$ cat src/rtl/irq_gen_pkg.sv
package irq_gen_pkg;
    localparam int DW_W     = 32;
    localparam int HDR_DWS  = 4;
    localparam int HDR_W    = HDR_DWS * DW_W;
    localparam int CTL_W    = 16;
    localparam int A64_BIT  = 7;
    localparam int MME_LO   = 4;
    localparam int MME_W    = 3;

    localparam logic [2:0] FMT_3DW_DATA = 3'b010;
    localparam logic [2:0] FMT_4DW_DATA = 3'b011;
    localparam logic [4:0] TYPE_MEM     = 5'b00000;
    localparam logic [3:0] BE_FULL      = 4'hF;

    typedef enum logic [1:0] {
        ST_IDLE = 2'd0,
        ST_SEND = 2'd1,
        ST_DONE = 2'd2
    } ctrl_st_e;

    typedef struct packed {
        logic lvl;
        logic asrt;
        logic deasrt;
    } leg_t;

    typedef struct packed {
        ctrl_st_e           st;
        logic [HDR_W-1:0]   hdr;
        logic [DW_W-1:0]    data;
    } ctrl_t;
endpackage

$ cat src/rtl/irq_legacy_track.sv
module irq_legacy_track
    import irq_gen_pkg::*;
(
    input  logic clk,
    input  logic rst_n,
    input  logic msi_on,
    input  logic legacy_mask,
    input  logic lvl_in,
    output logic asrt_o,
    output logic deasrt_o
);
    leg_t q, d;
    logic eff;

    always_comb begin
        eff      = lvl_in && !msi_on && !legacy_mask;
        d.lvl    = eff;
        d.asrt   = eff && !q.lvl;
        d.deasrt = !eff && q.lvl;
    end

    always_ff @(posedge clk) begin
        if (!rst_n) q <= '0;
        else        q <= d;
    end

    assign asrt_o   = q.asrt;
    assign deasrt_o = q.deasrt;

    assert_pulse_excl_R2: assert property (@(posedge clk) disable iff (!rst_n)
        !(asrt_o && deasrt_o));
    assert_mask_blocks_R3: assert property (@(posedge clk) disable iff (!rst_n)
        $past(legacy_mask) |-> !asrt_o);
    assert_msi_blocks_R4: assert property (@(posedge clk) disable iff (!rst_n)
        $past(msi_on) |-> !asrt_o);
endmodule

$ cat src/rtl/irq_msi_fmt.sv
module irq_msi_fmt
    import irq_gen_pkg::*;
#(
    parameter int TC_W   = 3,
    parameter int VEC_W  = 5,
    parameter int MSG_W  = 16,
    parameter int RID_W  = 16,
    parameter int ADDR_W = 64
) (
    input  logic [CTL_W-1:0]  ctl,
    input  logic [ADDR_W-1:0] addr,
    input  logic [MSG_W-1:0]  msg,
    input  logic [RID_W-1:0]  rid,
    input  logic [TC_W-1:0]   tc,
    input  logic [VEC_W-1:0]  vec,
    output logic [HDR_W-1:0]  hdr,
    output logic [DW_W-1:0]   data
);
    localparam int PAD_W = MSG_W - VEC_W;

    logic [MME_W-1:0] mme;
    logic [VEC_W-1:0] vmask;
    logic [MSG_W-1:0] merged;
    logic [DW_W-1:0]  dw0, dw1, dw2, dw3, lo_addr;
    logic             wide;
    logic             unused_bits;

    assign mme  = ctl[MME_LO +: MME_W];
    assign wide = ctl[A64_BIT];
    assign unused_bits = ^{ctl[CTL_W-1:A64_BIT+1], ctl[MME_LO-1:0], addr[1:0]};

    for (genvar i = 0; i < VEC_W; i++) begin : g_mask
        assign vmask[i] = (mme > MME_W'(i));
    end

    always_comb begin
        merged  = (msg & ~{{PAD_W{1'b0}}, vmask}) | {{PAD_W{1'b0}}, vec & vmask};
        data    = {{(DW_W-MSG_W){1'b0}}, merged};
        lo_addr = {addr[31:2], 2'b00};
        dw0     = '0;
        dw0[31:29] = wide ? FMT_4DW_DATA : FMT_3DW_DATA;
        dw0[28:24] = TYPE_MEM;
        dw0[20 +: TC_W] = tc;
        dw0[9:0]   = 10'd1;
        dw1        = {rid, 8'h00, 4'h0, BE_FULL};
        if (wide) begin
            dw2 = addr[ADDR_W-1:32];
            dw3 = lo_addr;
        end else begin
            dw2 = lo_addr;
            dw3 = '0;
        end
        hdr = {dw3, dw2, dw1, dw0};
    end
endmodule

$ cat src/rtl/irq_msi_ctrl.sv
module irq_msi_ctrl
    import irq_gen_pkg::*;
(
    input  logic             clk,
    input  logic             rst_n,
    input  logic             msi_on,
    input  logic             req,
    input  logic [HDR_W-1:0] hdr_in,
    input  logic [DW_W-1:0]  data_in,
    output logic             ack,
    output logic             tx_valid,
    input  logic             tx_ready,
    output logic [HDR_W-1:0] tx_hdr,
    output logic [DW_W-1:0]  tx_data
);
    ctrl_t q, d;

    always_comb begin
        d = q;
        case (q.st)
            ST_IDLE: begin
                if (req) begin
                    if (msi_on) begin
                        d.st   = ST_SEND;
                        d.hdr  = hdr_in;
                        d.data = data_in;
                    end else begin
                        d.st = ST_DONE;
                    end
                end
            end
            ST_SEND: if (tx_ready) d.st = ST_DONE;
            default: d.st = ST_IDLE;
        endcase
    end

    always_ff @(posedge clk) begin
        if (!rst_n) q <= '{st: ST_IDLE, hdr: '0, data: '0};
        else        q <= d;
    end

    assign tx_valid = (q.st == ST_SEND);
    assign ack      = (q.st == ST_DONE);
    assign tx_hdr   = q.hdr;
    assign tx_data  = q.data;

    assert_hold_R5: assert property (@(posedge clk) disable iff (!rst_n)
        tx_valid && !tx_ready |=> tx_valid && $stable(tx_hdr) && $stable(tx_data));
    assert_ack_pulse_R8: assert property (@(posedge clk) disable iff (!rst_n)
        ack |=> !ack);
    assert_ack_after_hs_R8: assert property (@(posedge clk) disable iff (!rst_n)
        tx_valid && tx_ready |=> ack && !tx_valid);
    assert_drop_when_off_R9: assert property (@(posedge clk) disable iff (!rst_n)
        !tx_valid && !ack && req && !msi_on |=> ack && !tx_valid);
endmodule

$ cat src/rtl/pcie_irq_gen.sv
module pcie_irq_gen
    import irq_gen_pkg::*;
#(
    parameter int TC_W   = 3,
    parameter int VEC_W  = 5,
    parameter int MSG_W  = 16,
    parameter int RID_W  = 16,
    parameter int ADDR_W = 64
) (
    input  logic              clk,
    input  logic              rst_n,
    input  logic              cfg_msi_on,
    input  logic              cfg_legacy_mask,
    input  logic [CTL_W-1:0]  cfg_msi_ctrl,
    input  logic [ADDR_W-1:0] cfg_msi_addr,
    input  logic [MSG_W-1:0]  cfg_msi_msgdata,
    input  logic [RID_W-1:0]  cfg_bdf,
    input  logic              leg_irq,
    output logic              leg_assert_msg,
    output logic              leg_deassert_msg,
    input  logic              irq_req,
    input  logic [TC_W-1:0]   irq_tc,
    input  logic [VEC_W-1:0]  irq_vec,
    output logic              irq_ack,
    output logic              tx_valid,
    input  logic              tx_ready,
    output logic [HDR_W-1:0]  tx_hdr,
    output logic [DW_W-1:0]   tx_data
);
    logic [HDR_W-1:0] fmt_hdr;
    logic [DW_W-1:0]  fmt_data;

    irq_legacy_track u_leg (
        .clk         (clk),
        .rst_n       (rst_n),
        .msi_on      (cfg_msi_on),
        .legacy_mask (cfg_legacy_mask),
        .lvl_in      (leg_irq),
        .asrt_o      (leg_assert_msg),
        .deasrt_o    (leg_deassert_msg)
    );

    irq_msi_fmt #(
        .TC_W(TC_W), .VEC_W(VEC_W), .MSG_W(MSG_W), .RID_W(RID_W), .ADDR_W(ADDR_W)
    ) u_fmt (
        .ctl  (cfg_msi_ctrl),
        .addr (cfg_msi_addr),
        .msg  (cfg_msi_msgdata),
        .rid  (cfg_bdf),
        .tc   (irq_tc),
        .vec  (irq_vec),
        .hdr  (fmt_hdr),
        .data (fmt_data)
    );

    irq_msi_ctrl u_ctrl (
        .clk      (clk),
        .rst_n    (rst_n),
        .msi_on   (cfg_msi_on),
        .req      (irq_req),
        .hdr_in   (fmt_hdr),
        .data_in  (fmt_data),
        .ack      (irq_ack),
        .tx_valid (tx_valid),
        .tx_ready (tx_ready),
        .tx_hdr   (tx_hdr),
        .tx_data  (tx_data)
    );
endmodule

$ cat config.mk
export PLATFORM = sky130hd
export DESIGN_NAME = pcie_irq_gen
export DESIGN_NICKNAME = d
export VERILOG_FILES = /design/src/rtl/irq_gen_pkg.sv /design/src/rtl/irq_legacy_track.sv /design/src/rtl/irq_msi_fmt.sv /design/src/rtl/irq_msi_ctrl.sv /design/src/rtl/pcie_irq_gen.sv
export SDC_FILE = /design/constraint.sdc
export NUM_CORES = 1
export LEC_CHECK = 0
export CAP_MARGIN = 10
export CORE_ASPECT_RATIO = 0.7
export CORE_MARGIN = 5
export CORE_UTILIZATION = 45
export DETAILED_ROUTE_END_ITERATION = 7
export DONT_BUFFER_PORTS = 1
export PLACE_DENSITY = 0.65
export REMOVE_ABC_BUFFERS = 1
export SETUP_SLACK_MARGIN = 0.3
export SLEW_MARGIN = 20
export SYNTH_ARGS = -nofsm -noshare
export SYNTH_HDL_FRONTEND = slang
export SYNTH_SLANG_ARGS = --single-unit
export TNS_END_PERCENT = 20
$ cat constraint.sdc
create_clock -name clk -period 1.65 [get_ports clk]
set_clock_uncertainty 0.2 [all_clocks]
set_input_delay 0 -clock clk [delete_from_list [all_inputs] [get_ports clk]]
set_output_delay 0 -clock clk [all_outputs]
set_load 0.05 [all_outputs]
==> flow_summary.yaml, run 1 <==
finish:
  multi_input_area_um2: 2410
  drive_gt1_share_pct: 29.6
  area_delta_synth_final_pct: 25.5
  final_net_count: 792
  fillers: 939
  register_area_um2: 2090
  diodes: 0
critical_path:
  cp_max_fo: 10
  cp-start-kind: "flop"
  worstSetupPathType: "reg2reg"
  r2r_start: "u_ctrl.q[161]"
  cp-startpoint: "u_ctrl.q[161]"
  worst_ep_arrival_time_ns: 1.71
  critPathCaptureType: "flop"
  r2r_cells: 6
  critPathRequiredTime_ns: 1.71
  reg2reg_setup_slack_ns: -0.004
power:
  powerDensity_nw_per_um2: 946
  power_leakage_uw: 0.00314
  finalPower_uw: 6450
  peakVddDrop_mv: 0.502
logic_synthesis:
  syn-cell-area_um2: 5430
  synth.avg_cell_area_um2: 8.80
  synth.yosys.seq_area_share_pct: 38.3
  synth_seq_cells: 104
  synth.distinct_cells: 24
  yosys_warnings: 0
  syn_inst: 617
timing:
  holdWs_ns: -0.408
  worstMarginPinSlew_ns: 0.502
  slew_viol_final: 0
  fin_crit_ns: 1.65
  relSlewSlack_pct: 66.5
  worst_slack_ns: -0.00353
  fmax_mhz: 605
  fin_crit_sh_pct: 100
  rsz0062_at_grt: "yes"
  hold_violations: 104
  setup_viol: 1
hold_path:
  worstHoldPathCells: 2
  min-delay-start: "cfg_msi_ctrl[7]"
  min_path_type: "in2reg"
place:
  portBuffers: 0
  place_ws_ns: -0.00329
  gp_congestion: 0.800
  dpl.hpwl_mm: 8.85
drt:
  num_vias: 4113
  routedWlPerCell_um: 17.7
  drcViolationCount: 0
  wl_mm: 14.6
  ant_nets: 0
  avgViaCountPerCell: 4.97
  firstDrtPassIters: 6
  drt_iter0_markers: 134
clock_tree:
  clkLatencyLatePin_ns: 0.33
  numClockSinks: 104
  cts_buffer_depth: 2
  cts-root-buf: "clkbuf_16"
  cts_max_level: 3
  path_clk_slew_ns: 0.07
  numCtsBuffers: 9
  cts_tree: "yes"
floorplanning:
  start_util_pct: 46.1
  fp.coreArea_um2: 11800
  die_x_um: 141
  dieArea_um2: 14400
  die_y_um: 102
  io_pins: 291
  num_rows: 33
grt:
  grt_max_degree: 104
  grt_pass1_vias: 3921
  grt_usage_pct: 17.0
  grt_pass1_wl_mm: 20.0
  antenna_found_initial: 0
  grt-ovfl-total: 0
flow_run:
  drv_cap: 0
run_status:
  violations: "negative hold slack, negative setup slack"
  status: "finished, violations left"
[stage by stage]
stage / cells / instance area (um2) / util (%) / TNS (ns)
after floorplan: 472 / 4220 / - / -873.64
after global placement: 741 / 5340 / 45.4 / 0
after detailed placement: 741 / 5340 / 45.4 / -0.00651
after CTS: 810 / 6230 / 52.9 / 0
after global routing: 827 / 6820 / 57.9 / -0.545
final: 827 / 6820 / 57.9 / -0.00353
[layout by cell type (no fill, tap or decap), types with 2 or more instances in the layout]
master           n
a21boi_1        52
a21boi_2        11
a21oi_1          4
a21oi_2          2
buf_12           6
buf_16           4
buf_4          103
buf_6            3
buf_8            5
clkbuf_16       16
clkinv_4         2
conb_1          56
dfxtp_1        101
dfxtp_4          3
dlygate4sd3_1   54
inv_6            2
mux2i_1         35
nand2_1        107
nand2_2         13
nand2_4          5
nand3_1         16
nand3_2         13
nand3_4          3
nor2b_1          4
nor3b_1          2
o211a_1         31
o21a_1           2
o21ai_4          2
[cell families (layout without fill, tap and decap cells)]
family / count (synthesis) / count (layout) / synth area share, %
AO/OA/AOI/OAI: 108 / 108 / 15.9
buffers and inverters: 201 / 199 / 26.2
flip-flops: 104 / 104 / 38.3
multiplexers: 35 / 35 / 6.45
other: 1 / 56 / 0.0691
AND/OR/NAND/NOR: 168 / 168 / 13.0
[path summary, 6_finish.rpt]
check | to
worst min-delay path | u_ctrl.tx_hdr[108]
worst max-delay path | u_ctrl.tx_hdr[105]
worst max register to register | u_ctrl.tx_hdr[105]
worst min register to register | u_leg.asrt_o
[synth_stat cells]
library cell | n | area share [%]
mux2i_1 | 35 | 6.5
a21boi_1 | 42 | 5.8
nor3_1 | 1 | 0.092
buf_6 | 3 | 0.62
nand4bb_1 | 1 | 0.21
a21boi_0 | 21 | 2.9
nor4bb_1 | 1 | 0.18
nor4b_1 | 1 | 0.16
buf_4 | 168 | 23
buf_2 | 12 | 1.1
o21a_1 | 2 | 0.28
inv_1 | 1 | 0.069
nor2_1 | 1 | 0.069
nor3b_1 | 2 | 0.28
dfxtp_1 | 104 | 38
clkbuf_1 | 17 | 1.2
o211a_1 | 31 | 5.7
a21oi_1 | 6 | 0.55
conb_1 | 1 | 0.069
o311a_1 | 1 | 0.18
nor2b_1 | 4 | 0.46
nand3_1 | 32 | 2.9
o21ai_0 | 5 | 0.46
nand2_1 | 125 | 8.6
[worst max-delay path, stage by stage (launching register included)]
cell       delay [ns]
dfxtp_4          0.36
nor4bb_4         0.29
buf_4            0.17
buf_12           0.14
clkbuf_16        0.16
nand3_2          0.07
a21boi_1         0.18
[sequential cells by signal (all words and copies together), names as in the netlist]
name / cells
u_ctrl.q: 2
u_leg.q: 1
u_leg.asrt_o: 1
u_ctrl.tx_hdr: 83
u_ctrl.tx_data: 16
u_leg.deasrt_o: 1
[per-layer routing]
layer,up-vias,track usage (%),wire length [um]
li1,1933,-,-
met5,-,0,0
met4,0,4.24,157
met3,18,6.31,1440
met2,218,30.3,7430
met1,1944,19.6,5590
[power breakdown]
part	leakage (uW)	switching, uW	internal [uW]
sequential	0.000851	100	2640
combinational	0.00215	1120	580
clock	0.000140	934	1080
total	0.00314	2150	4300
[layout make-up]
| type | count | share of cell area, % |
|---|---|---|
| Timing Repair Buffer | 182 | 26.8 |
| Tap cell | 157 | 2.88 |
| Inverter | 1 | 0.0551 |
| Clock inverter | 5 | 0.587 |
| Clock buffer | 11 | 3.56 |
| Multi-Input combinational cell | 367 | 35.4 |
| Sequential cell | 104 | 30.7 |
[what timing repair did]
action | CTS | global route
gates cloned | 3 | 8
hold buffers | 47 | 7
endpoints found under the hold margin | 104 | 104
setup buffers | 3 | 2
setup endpoints to repair | 105 | 106
pin swaps | 1 | 77
resized for setup | 15 | 99
(Power assumes the default switching activity.)
==> inputs of run 2 (changes only) <==
--- a/config.mk
+++ b/config.mk
@@ -8,10 +8,10 @@
 export CAP_MARGIN = 10
 export CORE_ASPECT_RATIO = 0.7
 export CORE_MARGIN = 5
-export CORE_UTILIZATION = 45
+export CORE_UTILIZATION = 51
 export DETAILED_ROUTE_END_ITERATION = 7
 export DONT_BUFFER_PORTS = 1
-export PLACE_DENSITY = 0.65
+export PLACE_DENSITY = 0.75
 export REMOVE_ABC_BUFFERS = 1
 export SETUP_SLACK_MARGIN = 0.3
 export SLEW_MARGIN = 20
==> flow_summary.yaml, run 2 (synthesis results as in run 1) <==
grt:
  grt_usage_pct: 19.3
  grt_max_degree: 104
  grt_pass1_wl_mm: 19.9
  antenna_found_initial: 0
  grt-ovfl-total: 0
  grt_pass1_vias: 3900
floorplanning:
  start_util_pct: 52.4
  die_x_um: 133
  num_rows: 31
  fp.coreArea_um2: 10400
  dieArea_um2: 12800
  io_pins: 291
  die_y_um: 96.3
drt:
  avgViaCountPerCell: 5.17
  routedWlPerCell_um: 18.4
  drcViolationCount: 0
  firstDrtPassIters: 4
  num_vias: 4147
  ant_nets: 0
  drt_iter0_markers: 116
  wl_mm: 14.7
clock_tree:
  cts-root-buf: "clkbuf_16"
  cts_buffer_depth: 2
  cts_max_level: 3
  path_clk_slew_ns: 0.07
  cts_tree: "yes"
  numClockSinks: 104
  clkLatencyLatePin_ns: 0.34
  numCtsBuffers: 9
timing:
  fin_crit_ns: 1.64
  hold_violations: 104
  slew_viol_final: 0
  rsz0062_at_grt: "yes"
  fin_crit_sh_pct: 99.6
  worst_slack_ns: 0.00714
  setup_viol: 0
  holdWs_ns: -0.412
  fmax_mhz: 609
  setup_tns_ns: 0
critical_path:
  worstPathCellList: "nor4bb_4, buf_4, buf_12, nand2_1, o211a_1"
  worst_ep_arrival_time_ns: 1.68
  crit_path_max_incr_delay_ns: 0.35
  critPathBufInv: 2
  worstSetupPathType: "reg2reg"
  cp_max_fo: 19
  cp-startpoint: "u_ctrl.q[161]"
  reg2reg_setup_slack_ns: 0.007
  slowest_stage: "dfxtp_4"
  r2r_start: "u_ctrl.q[161]"
  critPathRequiredTime_ns: 1.68
  critPathCaptureType: "flop"
  crit_family: "simple AND/OR/NAND/NOR gates"
  cp-start-kind: "flop"
finish:
  fillers: 753
  layout_commonest_cell: "buf_4"
  multi_input_area_um2: 2560
  register_area_um2: 2090
  drive_gt1_share_pct: 33.6
  layout_common_cells: "buf_4 (102), dfxtp_1 (101), nand2_1 (95), dlygate4sd3_1 (58), conb_1 (56)"
  fin_area_um2: 6910
  area_delta_synth_final_pct: 27.3
  largest_reg_flops: 83
  final_net_count: 792
  diodes: 0
power:
  power_leakage_uw: 0.00325
  pwr-share-seq_pct: 41.2
  p_int_uw: 4410
  p_sw_uw: 2200
  peakVddDrop_mv: 0.538
  swShare_pct: 33.3
  powerDensity_nw_per_um2: 957
  finalPower_uw: 6610
  p_comb_share_pct: 26.2
  p_clk_share_pct: 32.7
place:
  placed_area_um2: 5310
  gp_congestion: 0.743
  portBuffers: 0
  place_ws_ns: -0.0166
  dpl.hpwl_mm: 8.29
run_status:
  violations: "negative hold slack"
  status: "finished, violations left"
flow_run:
  drv_cap: 0
hold_path:
  min-delay-start: "cfg_msi_ctrl[7]"
  min_path_type: "in2reg"
[run 2: cell count changes in the layout (fill, tap and decap cells not counted), moves of 6 or more]
| cell | previous run | this run |
|---|---|---|
| a21boi_1 | 52 | 37 |
| nand2_4 | 5 | 17 |
| nand3_2 | 13 | 19 |
| a21boi_2 | 11 | 23 |
| nand2_1 | 107 | 95 |
[run 2: power by group through the flow]
stage          Combinational, uW  Sequential (uW)  Clock, uW
2_1_floorplan                606             3240          0
3_3_place_gp                1360             2770          0
3_5_place_dp                1370             2770          0
4_1_cts                     1570             2710       2220
5_1_grt                     1810             2740       2320
6_report                    1730             2720       2160
[run 2: final timing paths]
path	endpoint	cells after the start
setup / recovery	u_ctrl.tx_hdr[72]	5
hold / removal	u_ctrl.tx_hdr[120]	2
setup reg to reg	u_ctrl.tx_hdr[72]	5
hold reg to reg	u_leg.asrt_o	1
[run 2: per-layer routing]
layer / global-route usage (%) / wire length [um]
met1: 21.7 / 5480
met2: 33.2 / 7320
met3: 7.84 / 1540
met4: 7.36 / 388
met5: 0 / 0
[run 2: timing repair]
action                                 4_1_cts  5_1_grt
gates resized for setup                     19      122
endpoints found under the hold margin      104      104
setup endpoints to repair                  102      102
hold buffers                                51        7
cloned                                       5        2
pin swaps                                    3       87
buffers inserted                             4        2
[run 2: cell type report]
type / instances / share of cell area, %
Clock buffer: 9 / 3.26
Clock inverter: 7 / 1.09
Inverter: 1 / 0.0543
Multi-Input combinational cell: 367 / 37.0
Sequential cell: 104 / 30.3
Tap cell: 132 / 2.39
Timing Repair Buffer: 182 / 25.9
[run 2: per-stage QoR]
step                      std cells  util, %  hold slack, ns
after floorplan                 472        -          -0.116
after global placement          715     51.3          -0.114
after detailed placement        715     51.3          -0.111
after CTS                       791     61.2          -0.436
after global routing            802     66.7          -0.426
final                           802     66.7          -0.412
==> inputs of run 3 (changes only) <==
--- a/config.mk
+++ b/config.mk
@@ -5,9 +5,8 @@
 export SDC_FILE = /design/constraint.sdc
 export NUM_CORES = 1
 export LEC_CHECK = 0
-export CAP_MARGIN = 10
 export CORE_ASPECT_RATIO = 0.7
-export CORE_MARGIN = 5
+export CORE_MARGIN = 2
 export CORE_UTILIZATION = 51
 export DETAILED_ROUTE_END_ITERATION = 7
 export DONT_BUFFER_PORTS = 1
==> constraint.sdc (replaced) <==
create_clock -name clk -period 1.86 [get_ports clk]
set_clock_uncertainty 0.2 [all_clocks]
set_input_delay 0 -clock clk [delete_from_list [all_inputs] [get_ports clk]]
set_output_delay 0 -clock clk [all_outputs]
set_load 0.05 [all_outputs]
==> flow_summary.yaml, run 3 (synthesis results as in run 1) <==
clock_tree:
  cts-root-buf: "clkbuf_16"
  numCtsBuffers: 9
  path_clk_slew_ns: 0.07
  clkLatencyLatePin_ns: 0.33
  cts_buffer_depth: 2
  cts_tree: "yes"
  cts_max_level: 3
  numClockSinks: 104
floorplanning:
  io_pins: 291
  start_util_pct: 52.4
  num_rows: 31
  fp.coreArea_um2: 10400
  die_y_um: 90.3
  die_x_um: 127
  dieArea_um2: 11500
grt:
  grt_pass1_vias: 3979
  grt-ovfl-total: 0
  grt_max_degree: 104
  antenna_found_initial: 0
  grt_usage_pct: 20.4
  grt_pass1_wl_mm: 18.9
finish:
  fin_util_pct: 60.6
  largest_reg_flops: 83
  layout_commonest_cell: "nand2_1"
  diodes: 0
  layout_common_cells: "nand2_1 (124), buf_4 (105), dfxtp_1 (101), conb_1 (56), dlygate4sd3_1 (48)"
  drive_gt1_share_pct: 21.6
  final_net_count: 776
  area_delta_synth_final_pct: 15.5
critical_path:
  critPathCaptureType: "flop"
  cp-start-kind: "flop"
  worstSetupPathType: "reg2reg"
  worstPathCellList: "nor4bb_4, buf_6, clkbuf_16, nand2_1, o211a_1"
  worst_ep_arrival_time_ns: 1.67
  slowest_stage: "dfxtp_4"
  critPathRequiredTime_ns: 1.89
  crit_path_max_incr_delay_ns: 0.36
  cp_max_fo: 20
drt:
  firstDrtPassIters: 4
  ant_nets: 0
  wl_mm: 12.8
  routedWlPerCell_um: 16.3
  avgViaCountPerCell: 5.12
  drt_iter0_markers: 164
  drcViolationCount: 0
  num_vias: 4028
power:
  finalPower_uw: 5580
  powerDensity_nw_per_um2: 889
  peakVddDrop_mv: 0.412
  power_leakage_uw: 0.00303
hold_path:
  min_path_type: "in2reg"
timing:
  slew_viol_final: 0
  hold_violations: 103
  rsz0062_at_grt: "yes"
  fin_crit_sh_pct: 88.5
  setup_viol: 0
  fmax_mhz: 607
  fin_crit_ns: 1.65
  holdWs_ns: -0.396
  setup_tns_ns: 0
place:
  dpl.hpwl_mm: 7.55
  portBuffers: 0
  gp_congestion: 0.776
flow_run:
  drv_cap: 0
run_status:
  violations: "negative hold slack"
  status: "finished, violations left"
## run 3: changes by cell type in the layout (fill, tap and decap cells not counted), moves of 3 or more
| cell | before | now |
|---|---|---|
| a21boi_0 | 3 | 20 |
| a21boi_1 | 37 | 42 |
| a21boi_2 | 23 | 1 |
| buf_12 | 9 | 3 |
| buf_4 | 102 | 105 |
| clkbuf_16 | 11 | 14 |
| dlygate4sd3_1 | 58 | 48 |
| nand2_1 | 95 | 124 |
| nand2_2 | 13 | 0 |
| nand2_4 | 17 | 1 |
| nand3_1 | 11 | 32 |
| nand3_2 | 19 | 0 |
## run 3: worst max-delay path: cells and delay by family (launching register included)
family                 cells  cell delay (ns)
buffers and inverters      2             0.45
AND/OR/NAND/NOR            2             0.40
flip-flops                 1             0.36
AO/OA/AOI/OAI              1             0.13
## run 3: area by class of cell
cell class	instances	area, um2
Fill cell	794	4080
Multi-Input combinational cell	367	2170
Sequential cell	104	2090
Timing Repair Buffer	166	1560
Clock buffer	10	239
Tap cell	132	165
Clock inverter	6	41.3
Inverter	1	3.75
## run 3: layer usage
layer	share of wire (%)	track usage [%]	wire, um	up-vias
li1	-	-	-	1888
met1	38	21.7	4880	1899
met2	51	37.6	6550	210
met3	8.7	6.10	1110	31
met4	2.2	8.33	287	0
met5	0	0	0	-
## run 3: power by group
| group | leakage [uW] | switching [uW] | internal (uW) |
|---|---|---|---|
| sequential | 0.000851 | 47.0 | 2340 |
| combinational | 0.00203 | 971 | 435 |
| clock | 0.000143 | 832 | 953 |
## run 3: what timing repair did
item | 4_1_cts | 5_1_grt
setup endpoints to repair | 97 | 98
hold endpoints to repair | 104 | 103
gates cloned | 2 | 5
hold buffers | 46 | 2
buffers inserted | 2 | 2
gates resized for setup | 4 | 8
pin swaps | 1 | 3
## run 3: per-stage QoR
step,cell area [um2],setup slack [ns],instances
floorplan,4220,-8.68,472
global placement,5260,0.209,711
detailed placement,5260,0.0942,711
CTS,6080,0.217,777
global route,6270,0.153,786
finish,6270,0.213,786
## run 3: final timing paths
check                      from                end  slack, ns  cells after the start
setup / recovery  u_ctrl.q[161]  u_ctrl.tx_hdr[68]       0.21                      5
hold / removal            rst_n  u_ctrl.tx_hdr[87]      -0.40                      1
setup reg to reg  u_ctrl.q[161]  u_ctrl.tx_hdr[68]       0.21                      5
hold reg to reg      u_leg.q[2]       u_leg.asrt_o       0.22                      1
